<file path="src/rtl/i2c_rs_pkg.sv">
package i2c_rs_pkg;

    localparam int RS_BYTE_W = 8;
    localparam int RS_AW     = 8;
    localparam int RS_DW     = 2 * RS_BYTE_W;
    localparam int RS_BCNT_W = $clog2(RS_BYTE_W + 1);

    typedef enum logic [2:0] {
        ST_IDLE,
        ST_ADDR,
        ST_ADDR_ACK,
        ST_RX,
        ST_RX_ACK,
        ST_TX,
        ST_TX_ACK,
        ST_PARK
    } rs_state_e;

    // Additive write checksum, modulo 256
    function automatic logic [RS_BYTE_W-1:0] wr_checksum(
        input logic [RS_BYTE_W-1:0] ptr,
        input logic [RS_BYTE_W-1:0] hi,
        input logic [RS_BYTE_W-1:0] lo
    );
        logic [RS_BYTE_W-1:0] s;
        s = 8'hFF + ptr;
        s = s + hi;
        s = s + lo;
        return s;
    endfunction

    // Read byte order: high, low, ~high, ~low
    function automatic logic [RS_BYTE_W-1:0] rd_byte_sel(
        input logic [RS_DW-1:0] snap,
        input logic [1:0]       idx
    );
        logic [RS_BYTE_W-1:0] b;
        case (idx)
            2'd0:    b = snap[RS_DW-1:RS_BYTE_W];
            2'd1:    b = snap[RS_BYTE_W-1:0];
            2'd2:    b = ~snap[RS_DW-1:RS_BYTE_W];
            default: b = ~snap[RS_BYTE_W-1:0];
        endcase
        return b;
    endfunction

endpackage

</file>
<file path="src/rtl/i2c_glitch_filter.sv">
module i2c_glitch_filter #(
    parameter int SYNC_STAGES = 2,
    parameter int FILT_LEN    = 3
) (
    input  logic clk,
    input  logic rst_n,
    input  logic raw_i,
    output logic clean_o
);

    localparam int CW = $clog2(FILT_LEN + 1);

    logic [SYNC_STAGES-1:0] sync_q;
    logic [CW-1:0]          cnt_q;
    logic                   synced;

    assign synced = sync_q[SYNC_STAGES-1];

    always_ff @(posedge clk or negedge rst_n) begin
        if (!rst_n) begin
            sync_q <= '1;
        end else begin
            sync_q <= {sync_q[SYNC_STAGES-2:0], raw_i};
        end
    end

    // New level is taken only after FILT_LEN consecutive differing samples
    always_ff @(posedge clk or negedge rst_n) begin
        if (!rst_n) begin
            cnt_q   <= '0;
            clean_o <= 1'b1;
        end else if (synced == clean_o) begin
            cnt_q <= '0;
        end else if (cnt_q == CW'(FILT_LEN - 1)) begin
            cnt_q   <= '0;
            clean_o <= synced;
        end else begin
            cnt_q <= cnt_q + CW'(1);
        end
    end

endmodule

</file>
<file path="src/rtl/i2c_line_cond.sv">
module i2c_line_cond #(
    parameter int SYNC_STAGES = 2,
    parameter int FILT_LEN    = 3
) (
    input  logic clk,
    input  logic rst_n,
    input  logic scl_i,
    input  logic sda_i,
    output logic sda_lvl,
    output logic scl_rise,
    output logic scl_fall,
    output logic start_det,
    output logic stop_det
);

    localparam int NLINES = 2;   // index 0 = SCL, 1 = SDA

    logic [NLINES-1:0] raw;
    logic [NLINES-1:0] clean;
    logic [NLINES-1:0] prev_q;

    assign raw = {sda_i, scl_i};

    for (genvar g = 0; g < NLINES; g++) begin : g_line
        i2c_glitch_filter #(
            .SYNC_STAGES (SYNC_STAGES),
            .FILT_LEN    (FILT_LEN)
        ) u_flt (
            .clk     (clk),
            .rst_n   (rst_n),
            .raw_i   (raw[g]),
            .clean_o (clean[g])
        );
    end

    always_ff @(posedge clk or negedge rst_n) begin
        if (!rst_n) begin
            prev_q <= '1;
        end else begin
            prev_q <= clean;
        end
    end

    assign sda_lvl   = clean[1];
    assign scl_rise  =  clean[0] & ~prev_q[0];
    assign scl_fall  = ~clean[0] &  prev_q[0];
    assign start_det =  clean[0] &  prev_q[0] &  prev_q[1] & ~clean[1];
    assign stop_det  =  clean[0] &  prev_q[0] & ~prev_q[1] &  clean[1];

endmodule

</file>
<file path="src/rtl/i2c_chk_regslave.sv">
module i2c_chk_regslave
    import i2c_rs_pkg::*;
#(
    parameter logic [6:0] DEV_ADDR    = 7'b1110011,
    parameter int         SYNC_STAGES = 2,
    parameter int         FILT_LEN    = 3
) (
    input  logic             clk,
    input  logic             rst_n,
    input  logic             scl_i,
    input  logic             sda_i,
    output logic             sda_oe,
    input  logic             chk_mode,
    output logic             wr_stb,
    output logic [RS_AW-1:0] wr_addr,
    output logic [RS_DW-1:0] wr_data,
    output logic             rd_stb,
    output logic [RS_AW-1:0] rd_addr,
    input  logic [RS_DW-1:0] rd_data
);

    localparam logic [RS_BCNT_W-1:0] BYTE_BITS = RS_BCNT_W'(RS_BYTE_W);
    localparam logic [2:0]           IDX_CSUM  = 3'd3;
    localparam logic [2:0]           IDX_MAX   = 3'd7;

    logic sda_lvl, scl_rise, scl_fall, start_det, stop_det;

    rs_state_e state_q, state_d;

    logic [RS_BCNT_W-1:0] bit_cnt_q;
    logic [RS_BYTE_W-1:0] rx_sr_q;
    logic [RS_BYTE_W-1:0] tx_sr_q;
    logic [RS_AW-1:0]     ptr_q;
    logic [RS_BYTE_W-1:0] hi_q;
    logic [RS_BYTE_W-1:0] lo_q;
    logic [2:0]           wr_idx_q;
    logic [1:0]           rd_idx_q;
    logic                 is_rd_q;
    logic                 mack_q;
    logic                 pend_q;
    logic [RS_DW-1:0]     snap_q;
    logic                 sda_oe_q;
    logic                 wr_stb_q;
    logic                 rd_stb_q;

    logic                 byte_end;
    logic                 addr_hit;
    logic                 csum_ok;
    logic                 rx_accept;
    logic [RS_BYTE_W-1:0] next_byte;
    logic                 st_quiet;

    i2c_line_cond #(
        .SYNC_STAGES (SYNC_STAGES),
        .FILT_LEN    (FILT_LEN)
    ) u_line (
        .clk       (clk),
        .rst_n     (rst_n),
        .scl_i     (scl_i),
        .sda_i     (sda_i),
        .sda_lvl   (sda_lvl),
        .scl_rise  (scl_rise),
        .scl_fall  (scl_fall),
        .start_det (start_det),
        .stop_det  (stop_det)
    );

    assign byte_end  = scl_fall && (bit_cnt_q == BYTE_BITS);
    assign addr_hit  = (rx_sr_q[RS_BYTE_W-1:1] == DEV_ADDR);
    assign csum_ok   = (rx_sr_q == wr_checksum(ptr_q, hi_q, lo_q));
    assign rx_accept = (wr_idx_q < IDX_CSUM) || ((wr_idx_q == IDX_CSUM) && csum_ok);
    assign next_byte = rd_byte_sel(snap_q, rd_idx_q);
    assign st_quiet  = (state_q == ST_IDLE) || (state_q == ST_PARK);

    // State register
    always_ff @(posedge clk or negedge rst_n) begin
        if (!rst_n) begin
            state_q <= ST_IDLE;
        end else begin
            state_q <= state_d;
        end
    end

    // Next-state logic
    always_comb begin
        state_d = state_q;
        if (start_det) begin
            state_d = ST_ADDR;
        end else if (stop_det) begin
            state_d = ST_IDLE;
        end else begin
            unique case (state_q)
                ST_IDLE:     state_d = ST_IDLE;
                ST_ADDR:     if (byte_end) state_d = addr_hit ? ST_ADDR_ACK : ST_PARK;
                ST_ADDR_ACK: if (scl_fall) state_d = is_rd_q ? ST_TX : ST_RX;
                ST_RX:       if (byte_end) state_d = rx_accept ? ST_RX_ACK : ST_PARK;
                ST_RX_ACK:   if (scl_fall) state_d = ST_RX;
                ST_TX:       if (byte_end) state_d = ST_TX_ACK;
                ST_TX_ACK:   if (scl_fall) state_d = mack_q ? ST_TX : ST_IDLE;
                ST_PARK:     state_d = ST_PARK;
            endcase
        end
    end

    // Outputs and datapath
    always_ff @(posedge clk or negedge rst_n) begin
        if (!rst_n) begin
            bit_cnt_q <= '0;
            rx_sr_q   <= '0;
            tx_sr_q   <= '0;
            ptr_q     <= '0;
            hi_q      <= '0;
            lo_q      <= '0;
            wr_idx_q  <= '0;
            rd_idx_q  <= '0;
            is_rd_q   <= 1'b0;
            mack_q    <= 1'b0;
            pend_q    <= 1'b0;
            snap_q    <= '0;
            sda_oe_q  <= 1'b0;
            wr_stb_q  <= 1'b0;
            rd_stb_q  <= 1'b0;
        end else begin
            wr_stb_q <= 1'b0;
            rd_stb_q <= 1'b0;
            if (rd_stb_q) begin
                snap_q <= rd_data;
            end
            if (start_det || stop_det) begin
                sda_oe_q  <= 1'b0;
                bit_cnt_q <= '0;
                if (pend_q) begin
                    wr_stb_q <= 1'b1;
                    pend_q   <= 1'b0;
                end
                if (start_det) begin
                    wr_idx_q <= '0;
                    rd_idx_q <= '0;
                end
            end else begin
                unique case (state_q)
                    ST_ADDR, ST_RX: begin
                        if (scl_rise && (bit_cnt_q != BYTE_BITS)) begin
                            rx_sr_q   <= {rx_sr_q[RS_BYTE_W-2:0], sda_lvl};
                            bit_cnt_q <= bit_cnt_q + RS_BCNT_W'(1);
                        end else if (byte_end) begin
                            bit_cnt_q <= '0;
                            if (state_q == ST_ADDR) begin
                                if (addr_hit) begin
                                    sda_oe_q <= 1'b1;
                                    is_rd_q  <= rx_sr_q[0];
                                    rd_stb_q <= rx_sr_q[0];
                                end
                            end else begin
                                sda_oe_q <= rx_accept;
                                case (wr_idx_q)
                                    3'd0: ptr_q <= rx_sr_q;
                                    3'd1: hi_q  <= rx_sr_q;
                                    3'd2: begin
                                        lo_q   <= rx_sr_q;
                                        pend_q <= ~chk_mode;
                                    end
                                    3'd3: begin
                                        pend_q   <= 1'b0;
                                        wr_stb_q <= csum_ok;
                                    end
                                    default: ;
                                endcase
                                if (wr_idx_q != IDX_MAX) begin
                                    wr_idx_q <= wr_idx_q + 3'd1;
                                end
                            end
                        end
                    end
                    ST_ADDR_ACK: begin
                        if (scl_fall) begin
                            bit_cnt_q <= '0;
                            if (is_rd_q) begin
                                tx_sr_q  <= rd_byte_sel(snap_q, 2'd0);
                                sda_oe_q <= ~snap_q[RS_DW-1];
                                rd_idx_q <= 2'd1;
                            end else begin
                                sda_oe_q <= 1'b0;
                            end
                        end
                    end
                    ST_RX_ACK: begin
                        if (scl_fall) begin
                            sda_oe_q <= 1'b0;
                        end
                    end
                    ST_TX: begin
                        if (scl_rise && (bit_cnt_q != BYTE_BITS)) begin
                            bit_cnt_q <= bit_cnt_q + RS_BCNT_W'(1);
                        end else if (scl_fall) begin
                            if (bit_cnt_q == BYTE_BITS) begin
                                sda_oe_q  <= 1'b0;
                                bit_cnt_q <= '0;
                            end else begin
                                tx_sr_q  <= {tx_sr_q[RS_BYTE_W-2:0], 1'b0};
                                sda_oe_q <= ~tx_sr_q[RS_BYTE_W-2];
                            end
                        end
                    end
                    ST_TX_ACK: begin
                        if (scl_rise) begin
                            mack_q <= ~sda_lvl;
                        end else if (scl_fall) begin
                            if (mack_q) begin
                                tx_sr_q  <= next_byte;
                                sda_oe_q <= ~next_byte[RS_BYTE_W-1];
                                rd_idx_q <= rd_idx_q + 2'd1;
                            end else begin
                                sda_oe_q <= 1'b0;
                            end
                        end
                    end
                    ST_IDLE, ST_PARK: ;
                endcase
            end
        end
    end

    assign sda_oe  = sda_oe_q;
    assign wr_stb  = wr_stb_q;
    assign wr_addr = ptr_q;
    assign wr_data = {hi_q, lo_q};
    assign rd_stb  = rd_stb_q;
    assign rd_addr = ptr_q;

endmodule

</file>
<file path="config.mk">
export PLATFORM = sky130hd
export DESIGN_NAME = i2c_chk_regslave
export DESIGN_NICKNAME = d
export VERILOG_FILES = /design/src/rtl/i2c_rs_pkg.sv /design/src/rtl/i2c_glitch_filter.sv /design/src/rtl/i2c_line_cond.sv /design/src/rtl/i2c_chk_regslave.sv
export SDC_FILE = /design/constraint.sdc
export NUM_CORES = 1
export LEC_CHECK = 0
export CAP_MARGIN = 20
export CORE_MARGIN = 1.5
export CORE_UTILIZATION = 57
export DETAILED_ROUTE_END_ITERATION = 8
export MAX_ROUTING_LAYER = met4
export PLACE_DENSITY = 0.81
export SYNTH_ARGS = -nofsm -noshare
export SYNTH_HDL_FRONTEND = slang
export SYNTH_SLANG_ARGS = --single-unit
</file>
<file path="constraint.sdc">
create_clock -name clk -period 3.77 [get_ports clk]
set_clock_uncertainty 0.15 [all_clocks]
set_input_delay 0.754 -clock clk [delete_from_list [all_inputs] [get_ports clk]]
set_output_delay 0.754 -clock clk [all_outputs]
set_load 0.05 [all_outputs]
</file>
# Word-level counts from Yosys, hierarchy flattened
# Index checks and enable logic that the tools add are counted.
dict set report word_totals {
  ff_bits 85
  inputBits 21
  out_inout_bits 35
}
dict set report classes {
  n_addsub 8
  magnitude_cmp 1
  n_eq_ne 52
  n_mux 84
  bitwise_logic 22
  n_reduce_logical 32
}
# cell count
set ops {}
lappend ops {{7-bit 2-to-1 mux} 8}
lappend ops {{3-bit 2-to-1 mux} 18}
lappend ops {{4-bit != test, second input constant} 11}
lappend ops {{6-bit AND reduction} 6}
lappend ops {{3-bit != test, second input constant} 11}
lappend ops {{1-bit 2-to-1 mux} 32}
lappend ops {{4-bit 2-to-1 mux} 7}
lappend ops {{2-bit 2-to-1 mux} 12}
lappend ops {{3-bit case mux with 8 select lines} 1}
lappend ops {{8-bit case mux with 3 select lines} 1}
lappend ops {{2-bit != test, second input constant} 11}
lappend ops {{7-bit case mux with 3 select lines} 1}
lappend ops {{10-bit AND reduction} 2}
lappend ops {{8-bit adder} 2}
lappend ops {{8-bit inverter} 2}
lappend ops {{1-bit inverter} 13}
lappend ops {{3-bit by 2-bit == test with 1-bit output, second input constant} 4}
lappend ops {{3-bit == test, second input constant} 4}
lappend ops {{4-bit case mux with 3 select lines} 1}
lappend ops {{5-bit AND reduction} 2}
lappend ops {{3-bit nonzero test} 3}
lappend ops {{8-bit adder, first input constant} 1}
lappend ops {{8-bit == test} 1}
lappend ops {{1-bit AND} 7}
lappend ops {{24 further kinds} 38}

# Logic depth before layout (Yosys ltp)
dict set report depth {
  ltp_word 11
  depth_mapped 12
}

# Hierarchy
# From an unflattened synthesis, not the netlist that was laid out.
dict set report hier_totals {
  hier_cells 458
  area_unflattened_um2 4924.7
}
# mod instances cells_per_inst area_each_um2
set by_module_without_submodules {}
lappend by_module_without_submodules {i2c_chk_regslave 1 432 4481.8}
lappend by_module_without_submodules {i2c_glitch_filter 2 10 178.9}
lappend by_module_without_submodules {i2c_line_cond 1 6 85.1}

# Worst setup path after synthesis
# OpenSTA, ideal clock, no wires.
dict set report synth_timing {
  kind {flip-flop to flip-flop}
  from {reg hi_q[1]}
  to {reg sda_oe_q, in the netlist sda_oe}
  arrival_ns 3.348
  path_slack_ns 0.205
  path_stages_with_launch 13
  n_path_buf 0
  synth_period_minus_slack_ns 3.565
  path_cell_list {dfrtp_1 inv_1 ha_1 fa_1 inv_1 ha_1 fa_1 xnor2_1 nand4_1 nor4_1 o2111ai_2 a211oi_1 mux2_2}
}
dict set report synth_between {
  elab_chain_cells 10
}
# item line
set synth_lines {}
lappend synth_lines {{start, declared} i2c_chk_regslave.sv:34} ;# logic [RS_BYTE_W-1:0] hi_q;
lappend synth_lines {{start signal, assigned} i2c_chk_regslave.sv:158} ;# 3'd1: hi_q <= rx_sr_q;
lappend synth_lines {{8-bit adder} i2c_rs_pkg.sv:27} ;# s = s + hi;
lappend synth_lines {{8-bit adder} i2c_rs_pkg.sv:28} ;# s = s + lo;
lappend synth_lines {{8-bit == test} i2c_chk_regslave.sv:70} ;# assign csum_ok = (rx_sr_q == wr_checksum(ptr_q, hi_q, lo_q));
lappend synth_lines {{1-bit logical AND} i2c_chk_regslave.sv:71} ;# assign rx_accept = (wr_idx_q < IDX_CSUM) || ((wr_idx_q == IDX_CSUM) && csum_ok);
lappend synth_lines {{1-bit logical OR} i2c_chk_regslave.sv:71}
lappend synth_lines {{1-bit 2-to-1 mux} i2c_chk_regslave.sv:148} ;# if (state_q == ST_ADDR) begin
lappend synth_lines {{1-bit 2-to-1 mux} i2c_chk_regslave.sv:146} ;# end else if (byte_end) begin
lappend synth_lines {{1-bit 2-to-1 mux} i2c_chk_regslave.sv:143} ;# if (scl_rise && (bit_cnt_q != BYTE_BITS)) begin
lappend synth_lines {{1-bit case mux with 5 select lines} i2c_chk_regslave.sv:141} ;# unique case (state_q)
lappend synth_lines {{1-bit 2-to-1 mux} i2c_chk_regslave.sv:129} ;# if (start_det || stop_det) begin
lappend synth_lines {{end signal, assigned} i2c_chk_regslave.sv:155} ;# sda_oe_q <= rx_accept;
lappend synth_lines {{end signal, assigned} i2c_chk_regslave.sv:180} ;# sda_oe_q <= ~snap_q[RS_DW-1];
lappend synth_lines {{end signal, assigned} i2c_chk_regslave.sv:201} ;# sda_oe_q <= ~tx_sr_q[RS_BYTE_W-2];
lappend synth_lines {{end, declared} i2c_chk_regslave.sv:42} ;# logic sda_oe_q;
# No other way between the ends. The select of a mux whose other input is x is not followed.
# A chain may end at the register's enable or synchronous reset.

# Worst setup path in the final report
dict set report layout_timing {
  from {reg ptr_q[1], in the netlist rd_addr[1]}
  to {reg sda_oe_q, in the netlist sda_oe}
}
dict set report layout_between {
  elab_chain_cells 11
}
# item line
set layout_lines {}
lappend layout_lines {{start, declared} i2c_chk_regslave.sv:33} ;# logic [RS_AW-1:0] ptr_q;
lappend layout_lines {{start signal, assigned} i2c_chk_regslave.sv:157} ;# 3'd0: ptr_q <= rx_sr_q;
lappend layout_lines {{8-bit adder} i2c_rs_pkg.sv:26} ;# s = 8'hFF + ptr;
lappend layout_lines {{8-bit adder} i2c_rs_pkg.sv:27}
lappend layout_lines {{8-bit adder} i2c_rs_pkg.sv:28}
lappend layout_lines {{8-bit == test} i2c_chk_regslave.sv:70}
lappend layout_lines {{1-bit logical AND} i2c_chk_regslave.sv:71}
lappend layout_lines {{1-bit logical OR} i2c_chk_regslave.sv:71}
lappend layout_lines {{1-bit 2-to-1 mux} i2c_chk_regslave.sv:148}
lappend layout_lines {{1-bit 2-to-1 mux} i2c_chk_regslave.sv:146}
lappend layout_lines {{1-bit 2-to-1 mux} i2c_chk_regslave.sv:143}
lappend layout_lines {{1-bit case mux with 5 select lines} i2c_chk_regslave.sv:141}
lappend layout_lines {{1-bit 2-to-1 mux} i2c_chk_regslave.sv:129}
# No other way between the ends. The select of a mux whose other input is x is not followed.

==> run_results.csv <==
group,metric,value,unit
routing,routed_wl,9980,um
placed_design,pre_cts_ws,0.320,ns
layout,num_antenna_cells,0,
clock_network,clk_pin_slew,0.09,ns
layout,layout_common_cells,"dfrtp_1, clkdlybuf4s50_1, mux2_2, inv_1, nand2_1",
sta,final-hold-violation-count,0,
worst_setup_path,required,3.93,ns
logic_synthesis,synth_edf_count,0,
clock_network,ctsRootBufferMaster,"clkbuf_8",
clock_network,cts.sinks,85,
logic_synthesis,seq_area_frac_synth,43.9,%
logic_synthesis,avgSynthCellArea,10.6,um2
layout,multi_input_area,2430,um2
routing,drtIter0Drc,163,
logic_synthesis,ys.warnings.count,0,
sta,drv_slew,0,
placed_design,port_buffers,55,
sta,setup_ws,0.298,ns
outcome,status,"complete, no violations",
clock_network,clockBufferDepth,2,
logic_synthesis,synth_adder_area_share,9.57,%
layout,fill_cells,627,
worst_setup_path,regToRegEndpoint,"sda_oe",
logic_synthesis,netlist-cell-type-count,63,
floorplanning,start_util,58.9,%
layout,ff_latch_area,2140,um2
worst_setup_path,path_cells,"inv_1 -> ha_1 -> fa_1 -> inv_1 -> ha_1 -> fa_1 -> xnor2_1 -> nand4_1 -> nor4_1 -> o2111ai_2 -> a211oi_1 -> mux2_2",
clock_network,cts_resized,0,
logic_synthesis,synth_compound_area_share,14.0,%
worst_setup_path,start_kind,"flop",
floorplanning,die_w,95.4,um
worst_setup_path,timing.rr.start,"rd_addr[1]",
worst_setup_path,crit_path_end_kind,"flop",
clock_network,cts_buffers,9,
routing,drt-pass1-iter-count,5,
placed_design,dpl.hpwl,7160,um
worst_setup_path,cp-endpoint,"sda_oe",
global_route,grt_overflow_total,0,
worst_setup_path,path_class,"reg -> reg",
logic_synthesis,synth-async-reset-ratio,100,%
sta,tightest_slew,0.849,ns
clock_network,htree_levels,3,
layout,utilization,68.9,%
worst_setup_path,cpLargestDelayFamily,"adder cells",
worst_setup_path,cp_slowest_cell,"fa_1",
floorplanning,fp.dieArea,9100,um2
layout,synthToLayoutAreaGrowth,17.0,%
sta,max_freq,288,MHz
floorplanning,die_h,95.4,um
logic_synthesis,synth_fp_nets,511,
sta,rsz0062_at_grt,"no",
sta,max_slew_margin,43.3,%
layout,final_nets,558,
logic_synthesis,synthXorXnorAreaFrac,3.47,%
clock_network,clk_latency,0.37,ns
clock_network,cts_tree,"built",
global_route,antenna_found_initial,0,
floorplanning,coreArea,8260,um2
routing,via_per_inst,5.73,
logic_synthesis,yosys-mux-area-fraction,13.0,%
logic_synthesis,synth_top_family_by_area,"compound AO/OA/AOI/OAI gates",
pwr,p_total,0.00300,W
worst_setup_path,cp.arrival,3.63,ns
logic_synthesis,syn_inst,457,
worst_setup_path,cp_max_fo,4,
worst_setup_path,max_stage_delay,0.51,ns
worst_setup_path,startpoint,"rd_addr[1]",
placed_design,routabilityCongestion,0.924,
worst_setup_path,r2r_slack,0.30,ns
routing,wl_per_cell,16.3,um
worst_setup_path,r2r_cells,12,
routing,ant_nets,0,
global_route,grt_use_total,24.7,%
routing,post-route-drc-count,0,
job,cap_viol_max_count,0,
logic_synthesis,ys_ff_latch,85,
layout,drive_above_1_share,17.7,%
logic_synthesis,syn-cell-area,4860,um2
floorplanning,pin_count,56,
worst_setup_path,cp.buffers_inverters,2,
sta,period_needed,3.47,ns
worst_hold_path,hold_class,"in -> async",
clock_network,cts-hold-fix-buffers,0,
global_route,grt_pass1_vias,3553,
floorplanning,placementRows,33,
global_route,grt_max_degree,86,
sta,setup_viol,0,
global_route,grt_pass1_wl,16700,um
clock_network,post_cts_buffers,0,
pwr,vdd_ir_drop_max,0.000291,V
routing,vias,3517,
pwr,p_leak,2.54,nW
layout,layout_commonest_cell,"dfrtp_1",
sta,timing.final.crit_share,92.1,%
worst_setup_path,cp.depth,12,
pwr,p_per_area,527,nW/um2
sta,fin_tns_setup,0,ns
logic_synthesis,synth-main-ff-cell,"dfrtp_1",
logic_synthesis,yosys.area_share.simple,9.88,%
logic make-up (layout without fill, tap and decap cells):
logic type	Yosys count	in the layout
AOI/OAI and AO/OA	102	102
xor gates and xnor gates	16	16
adders and majority gates	33	33
buffers and inverters	68	120
DFF	85	85
muxes	56	56
and+or+nand+nor	97	97
stage by stage:
| step | instances | hold slack (ns) | cell area [um2] |
|---|---|---|---|
| global placement | 597 | 0.197 | 5430 |
| CTS | 613 | 0.211 | 5670 |
| detailed placement | 597 | 0.199 | 5430 |
| floorplan | 457 | 0.195 | 4860 |
| finish | 614 | 0.0770 | 5690 |
| global route | 614 | 0.0780 | 5690 |
registers in the layout, indices dropped and copies added (netlist names), 3 cells and up:
name / flops
snap_q: 16
hi_q: 8
lo_q: 8
rd_addr: 8
rx_sr_q: 8
tx_sr_q: 7
bit_cnt_q: 4
u_line.g_line.u_flt.cnt_q: 4
u_line.g_line.u_flt.sync_q: 4
state_q: 3
wr_idx_q: 3
where the power goes:
group	switching [W]	internal, W
clock	0.000331	0.000413
combinational	0.000542	0.000399
sequential	0.000234	0.00108
synth_stat cells, types with 2 or more instances:
library cell	count	area share (%)
a32oi_1	2	0.36
mux2i_1	3	0.62
a22oi_1	5	0.77
o21ai_0	23	2.4
nor2b_1	5	0.64
o31ai_1	4	0.62
inv_1	46	3.5
a21oi_1	24	2.5
dfstp_2	8	4.3
a21o_1	3	0.46
ha_1	26	6.7
a211oi_1	15	2.3
a211o_1	2	0.36
nor2_1	23	1.8
and3_1	2	0.26
buf_1	4	0.31
nand2_1	32	2.5
xnor2_1	11	2.0
buf_2	5	0.51
a31oi_1	2	0.26
a221oi_1	6	1.1
nand3_1	5	0.51
nor3_1	6	0.62
nor4_1	2	0.26
and3b_1	2	0.36
mux2_2	52	12
buf_4	10	1.5
fa_1	7	2.9
nand2b_1	4	0.51
nand2_2	2	0.26
dfrtp_1	77	40
nand4_1	3	0.39
o211ai_1	3	0.46
clkbuf_1	3	0.23
xor2_1	2	0.36
area by class of cell:
| type | count | area share (%) |
|---|---|---|
| multi-input combinational | 304 | 42.7 |
| sequential | 85 | 37.5 |
| timing repair buffer | 58 | 10.4 |
| inverter | 46 | 3.03 |
| clock buffer | 12 | 2.73 |
| tap | 105 | 2.31 |
| clock inverter | 4 | 1.36 |
how the worst min path moves through the flow:
stage                                                  end  slack, ns  depth (start not counted)
after floorplan           u_line.g_line[0].u_flt.sync_q[1]       0.20                          0
after global placement    u_line.g_line[1].u_flt.sync_q[1]       0.20                          0
after detailed placement  u_line.g_line[0].u_flt.sync_q[1]       0.20                          0
after CTS                 u_line.g_line[0].u_flt.sync_q[1]       0.21                          0
after global routing                               hi_q[3]       0.08                          1
final                                              hi_q[3]       0.08                          1
per-layer routing:
metal,part of all wire [%],routed length [um],GRT usage (%)
met1,45,4540,32.4
met2,49,4860,39.1
met3,4.1,406,4.07
met4,1.8,177,8.58
met5,0,0,-
(Power assumes the default switching activity.)
